==> src/rtl/i2c_am_pkg.sv <==
package i2c_am_pkg;

    localparam int BYTE_W = 8;
    localparam int ADDR_W = BYTE_W - 1;
    localparam int CNT_W  = $clog2(BYTE_W + 1);

    typedef enum logic [1:0] {
        ST_IDLE,
        ST_ADDR,
        ST_ACTIVE,
        ST_STANDBY
    } am_state_e;

    typedef struct packed {
        logic coin;
        logic ext;
        logic gcall;
        logic txerr;
    } am_flags_t;

    typedef struct packed {
        logic start;
        logic stop;
        logic rise;
        logic fall;
    } bus_evt_t;

    function automatic logic is_ext_nibble(input logic [3:0] nib);
        return (nib == 4'b0000) || (nib == 4'b1111);
    endfunction

endpackage

==> src/rtl/i2c_am_buscond.sv <==
module i2c_am_buscond
    import i2c_am_pkg::*;
(
    input  logic     clk_i,
    input  logic     rst_i,
    input  logic     scl_i,
    input  logic     sda_i,
    output bus_evt_t evt_o
);

    logic scl_q;
    logic sda_q;

    always_ff @(posedge clk_i) begin
        if (rst_i) begin
            scl_q <= 1'b1;
            sda_q <= 1'b1;
        end else begin
            scl_q <= scl_i;
            sda_q <= sda_i;
        end
    end

    always_comb begin
        evt_o.rise  = scl_i & ~scl_q;
        evt_o.fall  = ~scl_i & scl_q;
        evt_o.start = scl_i & scl_q & sda_q & ~sda_i;
        evt_o.stop  = scl_i & scl_q & ~sda_q & sda_i;
    end

endmodule

==> src/rtl/i2c_am_shifter.sv <==
module i2c_am_shifter #(
    parameter int DATA_W = 8,
    localparam int CW = $clog2(DATA_W + 1)
) (
    input  logic              clk_i,
    input  logic              rst_i,
    input  logic              clr_i,
    input  logic              rise_i,
    input  logic              fall_i,
    input  logic              sda_i,
    output logic [DATA_W-1:0] byte_o,
    output logic              done_o
);

    logic [CW-1:0]     cnt_q;
    logic [DATA_W-1:0] shreg_q;

    always_ff @(posedge clk_i) begin
        if (rst_i) begin
            cnt_q   <= '0;
            shreg_q <= '0;
        end else if (clr_i) begin
            cnt_q <= '0;
        end else if (rise_i) begin
            if (cnt_q == CW'(DATA_W)) begin
                cnt_q <= '0;
            end else begin
                shreg_q <= {shreg_q[DATA_W-2:0], sda_i};
                cnt_q   <= cnt_q + CW'(1);
            end
        end
    end

    assign byte_o = shreg_q;
    assign done_o = fall_i && (cnt_q == CW'(DATA_W));


    cnt_bound_chk: assert property (@(posedge clk_i) disable iff (rst_i)
        cnt_q <= CW'(DATA_W));

endmodule

==> src/rtl/i2c_am_decode.sv <==
module i2c_am_decode
    import i2c_am_pkg::*;
#(
    parameter int DATA_W = 8
) (
    input  logic [DATA_W-1:0] rx_i,
    input  logic [DATA_W-2:0] own_addr_i,
    output logic              coin_o,
    output logic              ext_o,
    output logic              gcall_o
);

    assign coin_o  = (rx_i[DATA_W-1:1] == own_addr_i);
    assign ext_o   = is_ext_nibble(rx_i[DATA_W-1:DATA_W-4]);
    assign gcall_o = (rx_i == '0);

endmodule

==> src/rtl/i2c_addr_match.sv <==
module i2c_addr_match
    import i2c_am_pkg::*;
(
    input  logic              clk_i,
    input  logic              rst_i,
    input  logic              scl_i,
    input  logic              sda_i,
    input  logic              sva_we_i,
    input  logic [BYTE_W-1:0] sva_wdata_i,
    input  logic              release_i,
    input  logic              tx_mode_i,
    input  logic [BYTE_W-1:0] tx_byte_i,
    output logic              irq_o,
    output logic              coin_o,
    output logic              ext_o,
    output logic              gcall_o,
    output logic              tx_err_o,
    output logic              active_o,
    output logic [BYTE_W-1:0] sva_o
);

    bus_evt_t          evt;
    logic [BYTE_W-1:0] rx_byte;
    logic              byte_done;
    logic              dec_coin, dec_ext, dec_gcall;

    am_state_e         state_q;
    am_flags_t         flags_q;
    logic              irq_q;
    logic [BYTE_W-1:0] sva_q;

    i2c_am_buscond u_cond (
        .clk_i (clk_i),
        .rst_i (rst_i),
        .scl_i (scl_i),
        .sda_i (sda_i),
        .evt_o (evt)
    );

    i2c_am_shifter #(.DATA_W(BYTE_W)) u_shift (
        .clk_i  (clk_i),
        .rst_i  (rst_i),
        .clr_i  (evt.start),
        .rise_i (evt.rise),
        .fall_i (evt.fall),
        .sda_i  (sda_i),
        .byte_o (rx_byte),
        .done_o (byte_done)
    );

    i2c_am_decode #(.DATA_W(BYTE_W)) u_dec (
        .rx_i       (rx_byte),
        .own_addr_i (sva_q[BYTE_W-1:1]),
        .coin_o     (dec_coin),
        .ext_o      (dec_ext),
        .gcall_o    (dec_gcall)
    );

    always_ff @(posedge clk_i) begin
        if (rst_i) begin
            state_q <= ST_IDLE;
            flags_q <= '0;
            irq_q   <= 1'b0;
            sva_q   <= '0;
        end else begin
            irq_q <= 1'b0;
            if (sva_we_i) begin
                sva_q <= sva_wdata_i;
            end
            if (evt.start) begin
                state_q <= ST_ADDR;
                flags_q <= '0;
            end else if (release_i) begin
                state_q <= ST_STANDBY;
            end else if (evt.stop) begin
                state_q <= ST_IDLE;
            end else if (byte_done) begin
                case (state_q)
                    ST_ADDR: begin
                        flags_q.coin  <= dec_coin;
                        flags_q.ext   <= dec_ext;
                        flags_q.gcall <= dec_gcall;
                        if (dec_coin || dec_ext) begin
                            state_q <= ST_ACTIVE;
                            irq_q   <= 1'b1;
                        end else begin
                            state_q <= ST_STANDBY;
                        end
                    end
                    ST_ACTIVE: begin
                        if (tx_mode_i && (rx_byte != tx_byte_i)) begin
                            flags_q.txerr <= 1'b1;
                        end
                    end
                    default: ;
                endcase
            end
        end
    end

    assign irq_o    = irq_q;
    assign coin_o   = flags_q.coin;
    assign ext_o    = flags_q.ext;
    assign gcall_o  = flags_q.gcall;
    assign tx_err_o = flags_q.txerr;
    assign active_o = (state_q == ST_ACTIVE);
    assign sva_o    = sva_q;


    irq_pulse_chk: assert property (@(posedge clk_i) disable iff (rst_i)
        irq_q |=> !irq_q);


    irq_cause_chk: assert property (@(posedge clk_i) disable iff (rst_i)
        irq_q |-> (flags_q.coin || flags_q.ext));


    sva_hold_chk: assert property (@(posedge clk_i) disable iff (rst_i)
        (byte_done && !sva_we_i) |=> $stable(sva_q));


    gcall_ext_chk: assert property (@(posedge clk_i) disable iff (rst_i)
        flags_q.gcall |-> flags_q.ext);


    reject_chk: assert property (@(posedge clk_i) disable iff (rst_i)
        (state_q == ST_ADDR && byte_done && !dec_coin && !dec_ext && !release_i)
        |=> (!irq_q && state_q == ST_STANDBY));


    release_chk: assert property (@(posedge clk_i) disable iff (rst_i)
        release_i |=> !active_o);


    start_clr_chk: assert property (@(posedge clk_i) disable iff (rst_i)
        evt.start |=> (flags_q == '0));

endmodule

==> config.mk <==
export PLATFORM = sky130hd
export DESIGN_NAME = i2c_addr_match
export DESIGN_NICKNAME = d
export VERILOG_FILES = /design/src/rtl/i2c_am_pkg.sv /design/src/rtl/i2c_am_buscond.sv /design/src/rtl/i2c_am_shifter.sv /design/src/rtl/i2c_am_decode.sv /design/src/rtl/i2c_addr_match.sv
export SDC_FILE = /design/constraint.sdc
export NUM_CORES = 1
export LEC_CHECK = 0
export BUFFER_PORTS_ARGS = -buffer_cell sky130_fd_sc_hd__buf_2
export CORE_ASPECT_RATIO = 0.9
export CORE_UTILIZATION = 44
export CTS_BUF_LIST = sky130_fd_sc_hd__clkbuf_2
export CTS_CLUSTER_SIZE = 8
export DETAILED_ROUTE_END_ITERATION = 12
export HOLD_SLACK_MARGIN = 0.05
export PLACE_DENSITY = 0.69
export REMOVE_ABC_BUFFERS = 1
export SLEW_MARGIN = 0
export SYNTH_ARGS = -nofsm -noshare
export SYNTH_HDL_FRONTEND = slang
export SYNTH_HIERARCHICAL = 1
export SYNTH_SLANG_ARGS = --single-unit
==> constraint.sdc <==
create_clock -name clk_i -period 4.5 [get_ports clk_i]
set_input_delay 0.225 -clock clk_i [delete_from_list [all_inputs] [get_ports clk_i]]
set_output_delay 0.225 -clock clk_i [all_outputs]
set_load 0.1 [all_outputs]
== Word-level counts from Yosys, hierarchy flattened ==
Index checks and enable logic that the tools add are counted.
Word-level totals
  bits in registers: 29
  input bits: 23
  logic and storage cells: 61
Operators by class
  $add $sub $neg: 1
  eq/ne operators: 6
  multiplexer cells: 8
  bitwise logic cells: 17
  reduce and logical (&&, ||, !) cells: 17
Operator list (number)
  NOT 1 bit: 10
  == test 4 bit (second input constant): 2
  zero test 8 bit: 1
  2-to-1 mux 2 bit: 4
  inequality test 8 bit: 1
  nonzero test 4 bit: 2
  AND 1 bit: 7
  == test 7 bit: 1
  nonzero test 3 bit: 2
  OR reduction 6 bit: 1
  AND reduction 5 bit: 1
  adder 4 x 1 -> 4 bit (second input constant): 1
  zero test 4 bit: 1
  2-to-1 mux 4 bit: 1
  AND reduction 2 bit: 2
  AND reduction 4 bit: 1
  2-to-1 mux 1 bit: 3
  AND reduction 3 bit: 1
  == test 2 x 1 -> 1 bit (second input constant): 1
  == test 2 bit (second input constant): 1
  logical AND 1 bit: 2
  logical OR 1 bit: 2
  OR reduction 2 bit: 1

== Logic depth before layout (Yosys ltp) ==
  depth after elaboration: 9
  depth in mapped cells: 8
  gate-level depth less buffers: 8

== Modules after synthesis ==
Netlist, hierarchy kept.
By module, submodules not included
  i2c_addr_match: instances 1, cells an instance 70, area each 678.2 µm², seq. area each 300.3 µm²
  i2c_am_shifter: instances 1, cells an instance 49, area each 525.5 µm², seq. area each 240.2 µm²
  i2c_am_decode: instances 1, cells an instance 14, area each 102.6 µm², seq. area each 0.0 µm²
  i2c_am_buscond: instances 1, cells an instance 8, area each 85.1 µm², seq. area each 40.0 µm²

== Worst setup path after synthesis ==
Ideal clock, no wire load.
  kind: register to register
  start: register state_q[1]
  end: register flags_q (netlist bit tx_err_o)
  setup time: 0.072 ns
  arrival: 2.216 ns
  required time: 4.428 ns
  path slack: 2.212 ns
  stages on the path, launching flop included: 4
  path buffers: 0
  period minus slack after synthesis: 2.288 ns
  path through: dfxtp_1 nor2b_1 o211ai_1 a21oi_1
Between the ends
  longest elaborated chain between the ends: 2
RTL lines
  from (decl): line i2c_addr_match.sv:27  | am_state_e state_q;
  from (signal assigned): line i2c_addr_match.sv:61  | state_q <= ST_IDLE;
  from (signal assigned): line i2c_addr_match.sv:71  | state_q <= ST_ADDR;
  from (signal assigned): line i2c_addr_match.sv:74  | state_q <= ST_STANDBY;
  == test 2 bit
  named net active_o: line i2c_addr_match.sv:18  | output logic active_o,
  AND reduction 5 bit (no line)
  to (decl): line i2c_addr_match.sv:28  | am_flags_t flags_q;
The timed path passes the listed nets, and every way through them passes these cells.
A chain may end at the register's enable or synchronous reset.

== Worst setup path in the final report ==
  start: register u_shift.cnt_q[0]
  end: register u_shift.shreg_q[3] (netlist: u_shift/byte_o[3])
Between the ends
  longest elaborated chain between the ends: 3
RTL lines
  from (decl): line i2c_am_shifter.sv:15  | logic [CW-1:0] cnt_q;
  from (signal assigned): line i2c_am_shifter.sv:29  | cnt_q <= cnt_q + CW'(1);
  == test 4 bit: line i2c_am_shifter.sv:25  | if (cnt_q == CW'(DATA_W)) begin
  NOT 1 bit (no line)
  AND reduction 3 bit (no line)
  to (signal assigned): line i2c_am_shifter.sv:28  | shreg_q <= {shreg_q[DATA_W-2:0], sda_i};
  to (decl): line i2c_am_shifter.sv:16  | logic [DATA_W-1:0] shreg_q;
Every way passes these cells.

==> results summary <==
The flow ran to the end, and the final reports show no timing, DRC or antenna violations. Summed over all cells, the static leakage comes to 0.000699 uW. Traced cell by cell, the critical path runs through inv_1 > ha_1 > and3b_1 > nor3b_2 > mux2i_1. The clock skew is 11.8 ps.

The number of buffers and inverters on the critical path is 1. The post-CTS setup repair buffer count came out at 0. After detailed routing, the number of remaining DRC violations is 0. Setup repair after global routing left no endpoint under its margin. In the synthesized netlist the dominant register cell turns out to be dfxtp_1. Clock-pin slew was measured on the worst setup and hold paths at 140 ps. The floorplan has 18 rows.

The headroom to the max-slew limit came out at 46.2%. The number of storage elements in the synthesis netlist is 29. The sum of negative setup slack came out at 0 ps. The clock latency at the later pin of the worst-skew pair is 340 ps. After synthesis, the largest family of logic cells by area is simple AND/OR/NAND/NOR gates.

On the final layout, the worst hold slack is 97.4 ps. The chip width is 61.3 um. The final number of setup-violating endpoints is 0.

The arrival time at the worst endpoint came out at 2160 ps. The post-layout minimum cycle time is 1890 ps. The first-pass GRT wire length came out at 4440 um. The violation count after the first detailed-routing iteration came out at 31. The worst setup path is launched from a flip-flop. Dividing the final minimum period by the clock period gives 41.9%. The count of nets left with antenna violations once routing finished came out at 0. The count of pins on the block boundary is 37.

The slowest stage of the critical path is the nor3b_2 cell. The transition at the pin with the smallest max-transition slack came out at 804 ps. The class of the tightest hold or removal check is input port to flip-flop. For this run, the detailed router's first-pass iteration total came to 4. After detailed routing, the number of vias per cell comes to 4.82. The post-synthesis area per instance came out at 9.87 um^2. The cell area power density came out at 299 mW/mm^2. The number of synthesized flops with an enable pin came out at 0. The share of the synthesized netlist area taken by xor and xnor gates came out at 11.3%.

The clock tree buffer depth is 2. The maximum fanout count along the critical path is 8. The number of standard cells after synthesis came out at 141. The post-synth design cell area came out at 0.00139 mm^2.

The placed wire-length estimate after detailed placement is 2190 um. The number of failing hold endpoints at the final stage was 0. The routability-driven placement congestion ratio is 0.715. By startpoint and endpoint, the worst setup path is classified as flip-flop to flip-flop.

The least setup slack across all paths after layout is 2610 ps. Max-cap violations in this run came to 0. The die footprint came out at 0.00339 mm^2.

Clock tree synthesis selected as its root buffer the cell clkbuf_2. The initial utilization of the core area, before any placement, comes to 48.3%. The area of the core region is 0.00288 mm^2.

The overall power came out at 487 uW. The number of different library cells in the post-synthesis netlist is 30. The H-tree was split into 2 levels. The achievable frequency came out at 530 MHz. The post-cts sizing count is 0. The layout cell share with drive strength beyond 1 came out at 27.2%.

The synthesized netlist devotes 1.80% of its cell area to adder and majority cells. The post-synthesis mux area share is 14.4%. The number of I/O port buffers is 36. Entering global routing, the biggest net connects 24 pins. Of the total synthesized cell area, the portion taken by AND, OR, NAND and NOR gates is 24.1%. The number of global-route vias before repair was 1005. The residual overflow from global routing came out at 0. The required time at the endpoint of the critical path came out at 4770 ps.

The number of CTS-inserted buffers came out at 5. The worst-case setup slack after placement is 2670 ps. The stage delay of the slowest cell on the critical path is 670 ps. The final count of pins violating max slew was 0. The area growth from synthesis to layout is 16.8%. In the final routed layout, each cell accounts on average for 12.4 um. After synthesis, the share of flip-flops with an asynchronous set or reset is 0%. The area after detailed placement came out at 0.00159 mm^2. The Yosys step of the flow raised 6 warnings.

The cell family contributing the most delay on the critical path is simple AND/OR/NAND/NOR gates. The initial antenna violation count came out at 0. The repair_antennas step left the layout with diodes totalling 0. The number of clock sinks is 29. The number of nets in the layout came out at 204. Global routing consumed, over all layers together, 18.0% of the routing resources. The maximum vdd ir drop is 0.159 mV. The number of hold buffers added after cts is 0. The total wire length came out at 2730 um. Detailed routing inserted a total of 1060 vias. TritonCTS built the clock tree. The share of synthesized area occupied by flip-flops and latches is 41.7%. The area fraction in compound gates after synthesis is 2.97%. After routing the design area is 0.00163 mm^2. The kind of end point of the critical path is a flip-flop.

The height of the die came out at 55.3 um.
==> metal layers <==
layer	routed length (um)	track usage, %
met1	1230	21.5
met2	1400	28.6
met3	81	7.73
met4	14	5.84
met5	0	0
==> state kept, by name, summed over array words and instances, names as in the netlist <==
name,flops
sva_o,8
u_shift/byte_o,8
u_shift/cnt_q,4
state_q,2
coin_o,1
ext_o,1
gcall_o,1
irq_o,1
tx_err_o,1
u_cond/scl_q,1
u_cond/sda_q,1
==> synthesized netlist by cell type (2+ instances only) <==
master	number	share of area, %
a21oi_1	3	1.1
and4b_1	2	1.4
buf_6	2	1.6
dfxtp_1	29	42
ha_1	2	1.8
inv_1	4	1.1
mux2i_1	20	14
nand2_1	4	1.1
nand2b_1	9	4.0
nand4_1	5	2.2
nor2_1	20	5.4
nor2b_1	3	1.3
nor3_1	2	0.72
or2_1	3	1.3
or4_1	2	1.1
xnor2_1	13	8.2
xor2_1	5	3.1
==> per-stage QoR <==
step           instances  utilization [%]
3_3_place_gp         212             55.0
3_5_place_dp         212             55.0
5_1_grt              220             56.4
2_1_floorplan        136                -
4_1_cts              220             56.4
6_report             220             56.4
==> area by class of cell <==
cell class                      instances  area (um^2)
Multi-Input combinational cell        103          759
Tap cell                               40         50.0
Fill cell                             291         1260
Clock buffer                            8         40.0
Timing Repair Buffer                   36          180
Sequential cell                        29          581
Inverter                                4         15.0
==> final timing paths <==
kind,slack [ps],end,startpoint,cells after the start
max,2610,u_shift/byte_o[3],u_shift/cnt_q[0],5
min,100,u_cond/sda_q,sda_i,2
max reg2reg,2610,u_shift/byte_o[3],u_shift/cnt_q[0],5
min reg2reg,460,tx_err_o,tx_err_o,2
==> worst reg2reg max path, cell delays in order, from the launching register on <==
cell and delay (ps):
dfxtp_1 420, inv_1 60, ha_1 180, and3b_1 210, nor3b_2 670, mux2i_1 280
==> cells in the final DEF (no fill, tap or decap), drive strengths merged, types with 3 or more instances in the layout <==
cell | Yosys | layout
xor2 | 5 | 5
inv | 4 | 4
nor2b | 3 | 3
dfxtp | 29 | 29
mux2i | 20 | 20
nor4 | 3 | 3
nand2b | 9 | 9
xnor2 | 13 | 13
clkbuf | 2 | 8
nand4 | 5 | 5
a21oi | 3 | 3
or2 | 3 | 3
nand2 | 4 | 4
nor2 | 20 | 20
buf | 3 | 36
==> power breakdown <==
part / internal [uW] / switching (uW)
combinational: 27.7 / 59.5
clock: 46.0 / 82.1
sequential: 264 / 7.09
==> cell families (layout without fill, tap and decap cells) <==
group / Yosys count / in the layout
buffers and inverters: 9 / 48
xor gates and xnor gates: 18 / 18
AOI/OAI and AO/OA: 6 / 6
DFF: 29 / 29
adders and majority gates: 2 / 2
muxes: 20 / 20
and+or+nand+nor: 57 / 57
Note: power is estimated with default switching activity, not from simulation.
